<file path="src/rtl/mst_pkg.sv">
// Shared constants and quarter-sine tables for the microstep translator.
// Assumes 16-bit amplitudes and at most 16 positions per quarter.
package mst_pkg;
    localparam int AMP_W = 16;
    localparam int SUB_W = 5;

    localparam logic [2:0] MODE_FULL  = 3'd0;
    localparam logic [2:0] MODE_HALF  = 3'd1;
    localparam logic [2:0] MODE_QTR   = 3'd2;
    localparam logic [2:0] MODE_8TH   = 3'd3;
    localparam logic [2:0] MODE_16TH  = 3'd4;
    localparam logic [2:0] MODE_5TH   = 3'd5;
    localparam logic [2:0] MODE_10TH  = 3'd6;

    // True when the mode uses the ten-position grid.
    function automatic logic grid_is_ten(input logic [2:0] mode);
        return (mode == MODE_5TH) || (mode == MODE_10TH);
    endfunction

    // Positions per quarter for the mode's grid.
    function automatic logic [SUB_W-1:0] grid_len(input logic [2:0] mode);
        return grid_is_ten(mode) ? SUB_W'(10) : SUB_W'(16);
    endfunction

    // Grid positions moved per microstep.
    function automatic logic [SUB_W-1:0] grid_stride(input logic [2:0] mode);
        case (mode)
            MODE_HALF:  return SUB_W'(8);
            MODE_QTR:   return SUB_W'(4);
            MODE_8TH:   return SUB_W'(2);
            MODE_16TH:  return SUB_W'(1);
            MODE_5TH:   return SUB_W'(2);
            MODE_10TH:  return SUB_W'(1);
            default:    return SUB_W'(16);
        endcase
    endfunction

    // Quarter sine, 16 intervals.
    function automatic logic [AMP_W-1:0] sine16(input logic [SUB_W-1:0] k);
        case (k)
            5'd0:  return 16'd0;
            5'd1:  return 16'd6424;
            5'd2:  return 16'd12785;
            5'd3:  return 16'd19024;
            5'd4:  return 16'd25079;
            5'd5:  return 16'd30893;
            5'd6:  return 16'd36409;
            5'd7:  return 16'd41575;
            5'd8:  return 16'd46340;
            5'd9:  return 16'd50659;
            5'd10: return 16'd54490;
            5'd11: return 16'd57797;
            5'd12: return 16'd60547;
            5'd13: return 16'd62713;
            5'd14: return 16'd64276;
            5'd15: return 16'd65219;
            default: return 16'd65535;
        endcase
    endfunction

    // Quarter sine, 10 intervals.
    function automatic logic [AMP_W-1:0] sine10(input logic [SUB_W-1:0] k);
        case (k)
            5'd0:  return 16'd0;
            5'd1:  return 16'd10252;
            5'd2:  return 16'd20251;
            5'd3:  return 16'd29752;
            5'd4:  return 16'd38521;
            5'd5:  return 16'd46340;
            5'd6:  return 16'd53019;
            5'd7:  return 16'd58392;
            5'd8:  return 16'd62328;
            5'd9:  return 16'd64728;
            default: return 16'd65535;
        endcase
    endfunction
endpackage

</file>
<file path="src/rtl/mst_edge_sync.sv">
// Synchronizes step and direction into the clock domain and flags each
// rising edge of step as a one-cycle pulse. Assumes SYNC_STAGES >= 2.
module mst_edge_sync #(
    parameter int SYNC_STAGES = 2
) (
    input  logic clk,
    input  logic rst_n,
    input  logic step_i,
    input  logic dir_i,
    output logic step_edge_o,
    output logic dir_o
);
    localparam int MSB = SYNC_STAGES - 1;

    logic [MSB:0] step_sr;
    logic [MSB:0] dir_sr;
    logic         step_prev;

    // Shift both inputs through the synchronizer chain.
    always_ff @(posedge clk) begin
        if (!rst_n) begin
            step_sr   <= '0;
            dir_sr    <= '0;
            step_prev <= 1'b0;
        end else begin
            step_sr   <= {step_sr[MSB-1:0], step_i};
            dir_sr    <= {dir_sr[MSB-1:0], dir_i};
            step_prev <= step_sr[MSB];
        end
    end

    // Rising edge of the synchronized step.
    assign step_edge_o = step_sr[MSB] & ~step_prev;
    assign dir_o       = dir_sr[MSB];

    a_r2_single_pulse: assert property (@(posedge clk) disable iff (!rst_n)
        step_edge_o |=> !step_edge_o);
endmodule

</file>
<file path="src/rtl/mst_index.sv">
// Keeps the microstep position as a quarter number plus a grid position
// inside the quarter. Moves by one stride per step edge, and snaps to a
// full-step boundary when the mode changes (which takes priority).
module mst_index
    import mst_pkg::*;
(
    input  logic             clk,
    input  logic             rst_n,
    input  logic             step_edge_i,
    input  logic             dir_i,
    input  logic [2:0]       mode_i,
    output logic [1:0]       quad_o,
    output logic [SUB_W-1:0] sub_o,
    output logic [2:0]       mode_o
);
    logic [1:0]       quad_q, quad_d;
    logic [SUB_W-1:0] sub_q, sub_d;
    logic [2:0]       mode_q;
    logic             mode_chg;
    logic [SUB_W-1:0] len, stride;
    logic [SUB_W:0]   fwd_sum;

    assign mode_chg = (mode_i != mode_q);
    assign len      = grid_len(mode_q);
    assign stride   = grid_stride(mode_q);
    assign fwd_sum  = {1'b0, sub_q} + {1'b0, stride};

    // Next position: realign on mode change, else move on a step edge.
    always_comb begin
        quad_d = quad_q;
        sub_d  = sub_q;
        if (mode_chg) begin
            sub_d = '0;
            if ({sub_q, 1'b0} >= {1'b0, len})
                quad_d = quad_q + 2'd1;
        end else if (step_edge_i) begin
            if (dir_i) begin
                if (fwd_sum >= {1'b0, len}) begin
                    sub_d  = SUB_W'(fwd_sum - {1'b0, len});
                    quad_d = quad_q + 2'd1;
                end else begin
                    sub_d = fwd_sum[SUB_W-1:0];
                end
            end else begin
                if (sub_q >= stride) begin
                    sub_d = sub_q - stride;
                end else begin
                    sub_d  = sub_q + len - stride;
                    quad_d = quad_q - 2'd1;
                end
            end
        end
    end

    // Position and mode registers.
    always_ff @(posedge clk) begin
        if (!rst_n) begin
            quad_q <= '0;
            sub_q  <= '0;
            mode_q <= MODE_FULL;
        end else begin
            quad_q <= quad_d;
            sub_q  <= sub_d;
            mode_q <= mode_i;
        end
    end

    assign quad_o = quad_q;
    assign sub_o  = sub_q;
    assign mode_o = mode_q;

    a_r5_sub_in_range: assert property (@(posedge clk) disable iff (!rst_n)
        sub_q < grid_len(mode_q));
    a_r7_realign_full: assert property (@(posedge clk) disable iff (!rst_n)
        mode_chg |=> (sub_q == '0));
    a_r3_idle_holds: assert property (@(posedge clk) disable iff (!rst_n)
        (!step_edge_i && !mode_chg) |=> $stable(quad_q) && $stable(sub_q));
endmodule

</file>
<file path="src/rtl/mst_amp.sv">
// Looks up the two phase amplitudes from the quarter and position, and
// halves them in standby. The registered duty values are the outputs.
module mst_amp
    import mst_pkg::*;
(
    input  logic             clk,
    input  logic             rst_n,
    input  logic [1:0]       quad_i,
    input  logic [SUB_W-1:0] sub_i,
    input  logic [2:0]       mode_i,
    input  logic             standby_i,
    output logic [AMP_W-1:0] duty_a_o,
    output logic [AMP_W-1:0] duty_b_o
);
    logic [SUB_W-1:0] k_rise, k_fall;
    logic [AMP_W-1:0] amp_rise, amp_fall, amp_a, amp_b;

    assign k_rise = sub_i;
    assign k_fall = grid_len(mode_i) - sub_i;

    // Table lookup and quarter-dependent channel swap.
    always_comb begin
        amp_rise = grid_is_ten(mode_i) ? sine10(k_rise) : sine16(k_rise);
        amp_fall = grid_is_ten(mode_i) ? sine10(k_fall) : sine16(k_fall);
        if (quad_i[0]) begin
            amp_a = amp_rise;
            amp_b = amp_fall;
        end else begin
            amp_a = amp_fall;
            amp_b = amp_rise;
        end
    end

    // Register the duties, applying the standby cut.
    always_ff @(posedge clk) begin
        if (!rst_n) begin
            duty_a_o <= '1;
            duty_b_o <= '0;
        end else begin
            duty_a_o <= standby_i ? (amp_a >> 1) : amp_a;
            duty_b_o <= standby_i ? (amp_b >> 1) : amp_b;
        end
    end

    a_r8_halved: assert property (@(posedge clk) disable iff (!rst_n)
        standby_i |=> (duty_a_o[AMP_W-1] == 1'b0) && (duty_b_o[AMP_W-1] == 1'b0));
endmodule

</file>
<file path="src/rtl/mst_ref_pwm.sv">
// Turns each channel's 16-bit duty into a PWM waveform of PERIOD clocks
// that shares one free-running counter. High time is duty*PERIOD/2^16.
module mst_ref_pwm
    import mst_pkg::*;
#(
    parameter int PERIOD = 510,
    parameter int CH     = 2
) (
    input  logic                      clk,
    input  logic                      rst_n,
    input  logic [CH-1:0][AMP_W-1:0]  duty_i,
    output logic [CH-1:0]             pwm_o
);
    localparam int CNT_W  = $clog2(PERIOD);
    localparam int PROD_W = AMP_W + CNT_W + 1;

    logic [CNT_W-1:0] cnt;

    // Free-running period counter.
    always_ff @(posedge clk) begin
        if (!rst_n)
            cnt <= '0;
        else if (cnt == CNT_W'(PERIOD - 1))
            cnt <= '0;
        else
            cnt <= cnt + 1'b1;
    end

    for (genvar c = 0; c < CH; c++) begin : g_ch
        logic [PROD_W-1:0] prod;
        logic [CNT_W:0]    thr;

        assign prod = PROD_W'(duty_i[c]) * PROD_W'(PERIOD);
        assign thr  = prod[AMP_W +: CNT_W+1];

        // Compare the counter against the scaled threshold.
        always_ff @(posedge clk) begin
            if (!rst_n)
                pwm_o[c] <= 1'b0;
            else
                pwm_o[c] <= ({1'b0, cnt} < thr);
        end
    end

    a_r10_cnt_range: assert property (@(posedge clk) disable iff (!rst_n)
        cnt < CNT_W'(PERIOD));
endmodule

</file>
<file path="src/rtl/mst_idle.sv">
// Counts clocks since the last step edge and raises standby when the
// count reaches IDLE_CYCLES. A step edge clears it at once.
module mst_idle #(
    parameter int IDLE_CYCLES = 20_000_000
) (
    input  logic clk,
    input  logic rst_n,
    input  logic step_edge_i,
    output logic standby_o
);
    localparam int CNT_W = $clog2(IDLE_CYCLES + 1);

    logic [CNT_W-1:0] cnt;

    // Idle counter and standby flag.
    always_ff @(posedge clk) begin
        if (!rst_n) begin
            cnt       <= '0;
            standby_o <= 1'b0;
        end else if (step_edge_i) begin
            cnt       <= '0;
            standby_o <= 1'b0;
        end else if (!standby_o) begin
            if (cnt == CNT_W'(IDLE_CYCLES - 1))
                standby_o <= 1'b1;
            else
                cnt <= cnt + 1'b1;
        end
    end

    a_r9_wake_on_step: assert property (@(posedge clk) disable iff (!rst_n)
        step_edge_i |=> !standby_o);
    a_r8_standby_sticky: assert property (@(posedge clk) disable iff (!rst_n)
        (standby_o && !step_edge_i) |=> standby_o);
endmodule

</file>
<file path="src/rtl/microstep_translator.sv">
// Top level: step/direction to two-phase-on coil switching plus two PWM
// current references. Assumes step, dir and mode come from a slower
// controller; mode is treated as quasi-static and not synchronized.
module microstep_translator
    import mst_pkg::*;
#(
    parameter int PWM_PERIOD  = 510,
    parameter int IDLE_CYCLES = 20_000_000,
    parameter int SYNC_STAGES = 2
) (
    input  logic        clk,
    input  logic        rst_n,
    input  logic        step_i,
    input  logic        dir_i,
    input  logic [2:0]  mode_i,
    output logic [3:0]  phase_o,
    output logic [15:0] duty_a_o,
    output logic [15:0] duty_b_o,
    output logic        ref_a_pwm_o,
    output logic        ref_b_pwm_o,
    output logic        standby_o
);
    logic             step_edge, dir_s;
    logic [1:0]       quad;
    logic [SUB_W-1:0] sub;
    logic [2:0]       mode_r;
    logic [1:0][AMP_W-1:0] duty_pair;
    logic [1:0]       pwm_pair;

    mst_edge_sync #(.SYNC_STAGES(SYNC_STAGES)) sync_i (
        .clk(clk), .rst_n(rst_n), .step_i(step_i), .dir_i(dir_i),
        .step_edge_o(step_edge), .dir_o(dir_s)
    );

    mst_index index_i (
        .clk(clk), .rst_n(rst_n), .step_edge_i(step_edge), .dir_i(dir_s),
        .mode_i(mode_i), .quad_o(quad), .sub_o(sub), .mode_o(mode_r)
    );

    mst_idle #(.IDLE_CYCLES(IDLE_CYCLES)) idle_i (
        .clk(clk), .rst_n(rst_n), .step_edge_i(step_edge), .standby_o(standby_o)
    );

    mst_amp amp_i (
        .clk(clk), .rst_n(rst_n), .quad_i(quad), .sub_i(sub), .mode_i(mode_r),
        .standby_i(standby_o), .duty_a_o(duty_a_o), .duty_b_o(duty_b_o)
    );

    assign duty_pair = {duty_b_o, duty_a_o};

    mst_ref_pwm #(.PERIOD(PWM_PERIOD), .CH(2)) pwm_i (
        .clk(clk), .rst_n(rst_n), .duty_i(duty_pair), .pwm_o(pwm_pair)
    );

    assign ref_a_pwm_o = pwm_pair[0];
    assign ref_b_pwm_o = pwm_pair[1];

    // Two-phases-on switch pattern for the current quarter.
    always_comb begin
        case (quad)
            2'd0:    phase_o = 4'b1010;
            2'd1:    phase_o = 4'b0110;
            2'd2:    phase_o = 4'b0101;
            default: phase_o = 4'b1001;
        endcase
    end

    a_r4_pair_a_exclusive: assert property (@(posedge clk) disable iff (!rst_n)
        $countones(phase_o[3:2]) == 1);
    a_r4_pair_b_exclusive: assert property (@(posedge clk) disable iff (!rst_n)
        $countones(phase_o[1:0]) == 1);
    a_r3_one_switch_per_step: assert property (@(posedge clk) disable iff (!rst_n)
        !$stable(phase_o) |-> $countones(phase_o ^ $past(phase_o)) == 2);
endmodule

</file>
<file path="config.mk">
export PLATFORM = sky130hd
export DESIGN_NAME = microstep_translator
export DESIGN_NICKNAME = d
export VERILOG_FILES = /design/src/rtl/mst_pkg.sv /design/src/rtl/mst_edge_sync.sv /design/src/rtl/mst_index.sv /design/src/rtl/mst_amp.sv /design/src/rtl/mst_ref_pwm.sv /design/src/rtl/mst_idle.sv /design/src/rtl/microstep_translator.sv
export SDC_FILE = /design/constraint.sdc
export NUM_CORES = 1
export LEC_CHECK = 0
export ABC_CLOCK_PERIOD_IN_PS = 5350
export CAP_MARGIN = 15
export CORE_MARGIN = 1
export CORE_UTILIZATION = 60
export DETAILED_ROUTE_END_ITERATION = 8
export DONT_BUFFER_PORTS = 1
export PLACE_DENSITY = 0.79
export SYNTH_ARGS = -nofsm -noshare
export SYNTH_HDL_FRONTEND = slang
export SYNTH_SLANG_ARGS = --single-unit
</file>
<file path="constraint.sdc">
create_clock -name clk -period 5.35 [get_ports clk]
set_input_delay 0.535 -clock clk [delete_from_list [all_inputs] [get_ports clk]]
set_output_delay 0.535 -clock clk [all_outputs]
set_load 0.01 [all_outputs]
</file>
Yosys cells after proc, flatten, opt, wreduce, memory -nomap -nowiden
Memory sizes are Yosys's and may differ from the RTL's. A register that Yosys moved wholly into a read port is not among the register bits.
Index checks and enable logic that the tools add are counted.
{"block": "word_totals", "memories": 4, "in_bits": 7, "ff_bits": 84, "rom_bits": 1024, "word_cells": 93}
{"block": "op_classes", "n_bitwise": 5, "order_cmp": 5, "n_eq_ne": 14, "muxes": 28, "n_mul": 2, "n_reduce_logical": 11, "add_sub_neg": 10}
{"name": "(no name shown)", "words": 16, "word_bits": 16, "read_ports": 1, "rd_ports_with_merged_regs": 1, "write_ports": 0, "line": "mst_pkg.sv:63", "source": "case (k)"}
{"name": "(no name shown)", "words": 16, "word_bits": 16, "read_ports": 1, "rd_ports_with_merged_regs": 1, "write_ports": 0, "line": "mst_pkg.sv:40", "source": "case (k)"}
{"name": "(no name shown)", "words": 16, "word_bits": 16, "read_ports": 1, "rd_ports_with_merged_regs": 0, "write_ports": 0, "line": "mst_pkg.sv:63"}
{"name": "(no name shown)", "words": 16, "word_bits": 16, "read_ports": 1, "rd_ports_with_merged_regs": 0, "write_ports": 0, "line": "mst_pkg.sv:40"}
{"cell": "16-bit 2-to-1 mux", "n": 9}
{"cell": "16-bit by 8-bit multiplier with 24-bit output, second input constant", "n": 2}
{"cell": "25-bit by 1-bit adder with 25-bit output, second input constant", "n": 1}
{"cell": "25-bit == test, second input constant", "n": 1}
{"cell": "5-bit 2-to-1 mux", "n": 4}
{"cell": "5-bit one-hot mux with 4 select lines", "n": 1}
{"cell": "5-bit subtractor", "n": 4}
{"cell": "9-bit less-than comparator", "n": 2}
{"cell": "4-bit 2-to-1 mux", "n": 4}
{"cell": "15-bit 2-to-1 mux", "n": 1}
{"cell": "6-bit by 5-bit greater-or-equal comparator with 1-bit output", "n": 2}
{"cell": "2-bit 2-to-1 mux", "n": 6}
{"cell": "4-bit one-hot mux with 3 select lines", "n": 1}
{"cell": "2-bit OR reduction", "n": 6}
{"cell": "9-bit by 1-bit adder with 9-bit output, second input constant", "n": 1}
{"cell": "3-bit == test, second input constant", "n": 3}
{"cell": "9-bit == test, second input constant", "n": 1}
{"cell": "5-bit by 5-bit adder with 6-bit output", "n": 1}
{"cell": "3-bit by 2-bit == test with 1-bit output, second input constant", "n": 2}
{"cell": "5-bit adder", "n": 1}
{"cell": "5-bit greater-or-equal comparator", "n": 1}
{"cell": "1-bit inverter", "n": 4}
{"cell": "4-bit AND reduction", "n": 1}
{"cell": "3-bit by 1-bit == test with 1-bit output, second input constant", "n": 1}
{"cell": "other kinds (14)", "n": 15}

Longest topological paths before layout
{"block": "logic_depth", "depth_word": 9, "mapped_depth": 26, "depth_no_buf": 26}

Cells and area by module
From an unflattened synthesis, not the netlist that was laid out.
{"block": "unflattened", "cells_unflattened": 1490, "hier_area_um2": 12688.4}
{"module": "mst_ref_pwm", "instances": 1, "area_per_inst_um2": 6286.0, "cells_each": 666, "seq_area_each_um2": 220.2}
{"module": "mst_amp", "instances": 1, "area_per_inst_um2": 3397.0, "cells_each": 476, "seq_area_each_um2": 640.6}
{"module": "mst_index", "instances": 1, "area_per_inst_um2": 1473.9, "cells_each": 171, "seq_area_each_um2": 200.2}
{"module": "mst_idle", "instances": 1, "area_per_inst_um2": 1316.3, "cells_each": 157, "seq_area_each_um2": 520.5}
{"module": "mst_edge_sync", "instances": 1, "area_per_inst_um2": 137.6, "cells_each": 11, "seq_area_each_um2": 100.1}
{"module": "microstep_translator", "instances": 1, "area_per_inst_um2": 77.6, "cells_each": 9, "seq_area_each_um2": 0.0}

Worst setup path before layout
OpenSTA, ideal clock, no wires.
{"block": "synth_path", "kind": "flip-flop to flip-flop", "start": "register amp_i.duty_a_o[3]", "end": "register pwm_i.pwm_o[0]", "stages_incl_launch_ff": 27, "t_arrival_ps": 5888, "path_buffers": 0, "setup_slack_ps": -599, "cell_sequence": "dfxtp_1 > inv_1 > fa_1 > fa_1 > inv_1 > fa_1 > inv_1 > fa_1 > inv_1 > ha_1 > o211a_1 > a221oi_1 > nor2_1 > nor4_1 > nor2b_1 > o21ai_0 > nand2b_1 > xnor2_1 > ha_1 > a21o_1 > a21o_1 > a21o_1 > a21o_1 > a21oi_1 > nor2b_1 > o21ai_0 > and4b_1"}
{"block": "synth_between", "elab_chain_len": 2}
{"element": "start: declaration", "line": "mst_amp.sv:12", "source": "output logic [AMP_W-1:0] duty_a_o,"}
{"element": "start signal: assignment", "line": "mst_amp.sv:40", "source": "duty_a_o <= standby_i ? (amp_a >> 1) : amp_a;"}
{"element": "16-bit by 8-bit multiplier with 24-bit output", "line": "mst_ref_pwm.sv:33", "source": "assign prod = PROD_W'(duty_i[c]) * PROD_W'(PERIOD);"}
{"element": "9-bit less-than comparator", "line": "mst_ref_pwm.sv:41", "source": "pwm_o[c] <= ({1'b0, cnt} < thr);"}
{"element": "end signal: indexed assignment", "line": "mst_ref_pwm.sv:41"}
{"element": "end: declaration", "line": "mst_ref_pwm.sv:12", "source": "output logic [CH-1:0] pwm_o"}
Every way passes these cells.
A chain may end at the register's enable or synchronous reset.

Final worst setup path
{"block": "layout_path", "start": "register amp_i.duty_a_o[7]", "end": "register pwm_i.pwm_o[0]"}
Same word-level chain as after synthesis.

==> flow_summary.json <==
{
  "clockBufferDepth": 2,
  "period_share_pct": 109,
  "cp-endpoint": "pwm_i.pwm_o[0]$_SDFF_PN0_",
  "slew-limit-headroom_pct": 39.3,
  "synth_nets": 1712,
  "p_leak_nw": 6.99,
  "ios": 46,
  "grt.overflow.total": 0,
  "synth_cell_types": 90,
  "nFillCells": 1486,
  "path_clk_slew_ns": 0.06,
  "synth.area.top_cells": "fa_1, dfxtp_1, ha_1, inv_1, nor2_1",
  "fin_nets": 1794,
  "synth_flop_cell": "dfxtp_1",
  "std_cell_rows": 52,
  "slew_violations": 0,
  "pwr-share-seq_pct": 16.4,
  "ant_nets": 0,
  "ys_ff_latch": 116,
  "setup_violations": 2,
  "swShare_pct": 43.8,
  "syn_area_um2": 12700,
  "start_util_pct": 62.0,
  "grt_max_degree": 40,
  "r2r-end": "pwm_i.pwm_o[0]$_SDFF_PN0_",
  "slowest_stage": "fa_1",
  "dr_total_vias": 10300,
  "combPwrFrac_pct": 64.4,
  "period_minus_slack_ns": 5.85,
  "dp_hpwl_um": 23000,
  "violations": "setup timing",
  "worst_pin_slew_ns": 0.906,
  "ys_seq_area_share_pct": 18.3,
  "cts.sinks": 116,
  "viasPerCell": 5.77,
  "fmax_mhz": 171,
  "worstPathBufferInverterCount": 5,
  "placed_cell_area_um2": 13600,
  "yosys.area.top_type_share_pct": 22.8,
  "critical_path_arrival_ns": 6.22,
  "first_iter_violations": 702,
  "crit_start": "amp_i.duty_a_o[7]$_SDFF_PN1_",
  "clock_power_share_pct": 19.2,
  "die_area_um2": 21700,
  "diodes": 0,
  "crit_type": "reg -> reg",
  "clock-root-buffer": "clkbuf_16",
  "yosysTopAreaCell": "fa_1",
  "p_int_mw": 3.25,
  "firstDrtPassIters": 5,
  "totalWireLength_um": 30000,
  "rr_startpoint": "amp_i.duty_a_o[7]$_SDFF_PN1_",
  "final_util_pct": 71.0,
  "cp.depth": 27,
  "numPortBuffers": 0,
  "ys_warn_count": 0,
  "worstHoldPathType": "in -> reg",
  "layout_setup_ws_ns": -0.498,
  "critPathRequiredTime_ns": 5.72,
  "max_stage_delay_ns": 0.59,
  "cap_violations": 0,
  "vdd_drop_max_mv": 0.375,
  "async_flop_share_pct": 0,
  "drive_above_1_share_pct": 17.6,
  "hold_viol_final": 0,
  "area_growth_pct": 14.6,
  "synthTopCellsByCount": "inv_1, fa_1, ha_1",
  "power_density_nw_per_um2": 399,
  "cts_buffers": 17,
  "worstSetupStartpointType": "flop",
  "cp_max_fo": 5,
  "status": "finished with violations",
  "synthMostInstantiatedCell": "inv_1",
  "clock_latency_ns": 0.43,
  "pre_cts_slack_ns": -0.618,
  "reg2reg_slack_ns": -0.50,
  "die_w_um": 147,
  "core_um2": 20400,
  "power.switching_mw": 2.54,
  "fin_skew_ns": 0.0131,
  "endpoint_kind": "flop",
  "antenna_found_initial": 0,
  "synthCells": 1418,
  "synth-edff-count": 0,
  "track_usage_pct": 28.8,
  "reg2reg_depth": 27,
  "die_h_um": 147,
  "grt_pass1_wl_um": 50100,
  "cp_top_family": "adder cells",
  "rsz0062_at_grt": "true",
  "cts_tree": "built",
  "syn_area_per_cell_um2": 8.93,
  "holdBufCountCts": 0,
  "htreeDepth": 4,
  "design_area_um2": 14500,
  "place.gp.congestion": 0.919,
  "wl_per_cell_um": 16.9,
  "grt_pass1_vias": 10500,
  "remaining_drc_errors": 0
}
power by group through the flow:
stage	registers [mW]	logic, mW	clock network, mW
2_1_floorplan	0.979	2.41	0
3_3_place_gp	0.966	3.16	0
3_5_place_dp	0.968	3.37	0
4_1_cts	0.949	3.56	1.12
5_1_grt	0.955	4.20	1.16
6_report	0.949	3.73	1.11
timing repair:
action | in CTS | in global routing
endpoints found under the setup margin | 2 | 7
resized for setup | 30 | 37
setup buffers | 6 | 3
pin swaps | 43 | 42
worst min path at each step:
stage	startpoint	end	slack, ns	depth (start not counted)
after floorplan	sync_i.dir_sr[0]$_SDFF_PN0_	sync_i.dir_sr[1]$_SDFF_PN0_	0.41	1
after global placement	sync_i.dir_sr[0]$_SDFF_PN0_	sync_i.dir_sr[1]$_SDFF_PN0_	0.42	1
after detailed placement	sync_i.step_sr[0]$_SDFF_PN0_	sync_i.step_sr[1]$_SDFF_PN0_	0.43	1
after CTS	rst_n	amp_i.duty_a_o[5]$_SDFF_PN1_	0.21	1
after global routing	rst_n	amp_i.duty_a_o[5]$_SDFF_PN1_	0.21	1
final	rst_n	amp_i.duty_a_o[5]$_SDFF_PN1_	0.22	1
layer usage:
metal / part of all wire, % / wire (µm) / vias up / track usage, %
met5: 0 / 0 / - / 0
met4: 3.4 / 1020 / 0 / 11.2
met3: 5.3 / 1590 / 92 / 4.25
met2: 50 / 15000 / 390 / 49.9
met1: 41 / 12400 / 4965 / 36.2
li1: - / - / 4835 / -
metrics by stage:
stage	std cells	power [mW]	TNS [ns]	hold slack (ns)
4_1_cts	1780	5.63	-0.583	0.208
3_5_place_dp	1742	4.33	-0.940	0.431
2_1_floorplan	1418	3.39	-0.226	0.412
3_3_place_gp	1742	4.13	-0.645	0.416
5_1_grt	1783	6.32	-1.02	0.211
6_report	1783	5.79	-0.622	0.219
final cells by class:
class	instances	area, µm²	share of cell area, %
Clock buffer	17	425	2.93
Tap cell	270	338	2.33
Inverter	272	1040	7.18
Sequential cell	116	2390	16.5
Multi-Input combinational cell	981	9310	64.2
Timing Repair Buffer	112	845	5.82
Clock inverter	15	155	1.07
worst reg2reg max path, cell delays in order, from the launching register on:
cell and delay (ns):
dfxtp_4 0.37, fa_1 0.59, inv_1 0.08, fa_1 0.53, inv_1 0.05, fa_1 0.52, inv_1 0.05, fa_1 0.54
inv_1 0.05, ha_1 0.27, nand4_1 0.13, or3b_4 0.42, a21oi_2 0.13, nor4_2 0.06, buf_4 0.16, nor2b_4 0.13
o21ai_2 0.06, nand2b_1 0.09, xnor2_1 0.13, ha_1 0.29, a21o_1 0.19, a21o_1 0.16, a21o_1 0.15, a21o_1 0.17
a21oi_2 0.14, nor2b_1 0.05, o21ai_1 0.11, and4b_1 0.18
layout by cell type (no fill, tap or decap), types with 6 or more instances in the layout:
cell type / Yosys / routed
nor2_1: 100 / 98
a211oi_1: 13 / 13
nor3_1: 18 / 18
o21ai_1: 3 / 6
xor2_1: 30 / 30
a21oi_1: 41 / 36
a21o_1: 18 / 18
fa_1: 144 / 136
o21a_1: 8 / 8
o31ai_1: 6 / 6
dfxtp_1: 116 / 93
clkbuf_16: 0 / 17
and2_1: 18 / 17
ha_4: 0 / 7
a2bb2oi_1: 11 / 11
o22ai_1: 10 / 10
xnor2_1: 39 / 39
nor2b_1: 15 / 14
mux2i_1: 22 / 22
o21ai_0: 40 / 35
inv_1: 266 / 242
o211ai_1: 20 / 20
or3_1: 11 / 11
ha_1: 143 / 134
buf_4: 3 / 111
nand3_1: 44 / 44
fa_2: 0 / 8
inv_4: 2 / 8
nand4_1: 15 / 15
dfxtp_2: 0 / 7
dfxtp_4: 0 / 16
nand2_1: 93 / 91
and3_1: 11 / 10
inv_2: 1 / 19
logic make-up (layout without fill, tap and decap cells):
group                    after synthesis  count (layout)  synth area share [%]
buffers and inverters                321             416                  9.83
multiplexers                          31              31                  2.90
AND/OR/NAND/NOR                      356             356                  13.7
XOR/XNOR                              70              70                  4.99
adder cells (fa/ha/maj)              287             287                  36.9
flip-flops                           116             116                  18.3
AO/OA/AOI/OAI                        237             237                  13.3
No activity file was read; power rests on OpenSTA's default activity.
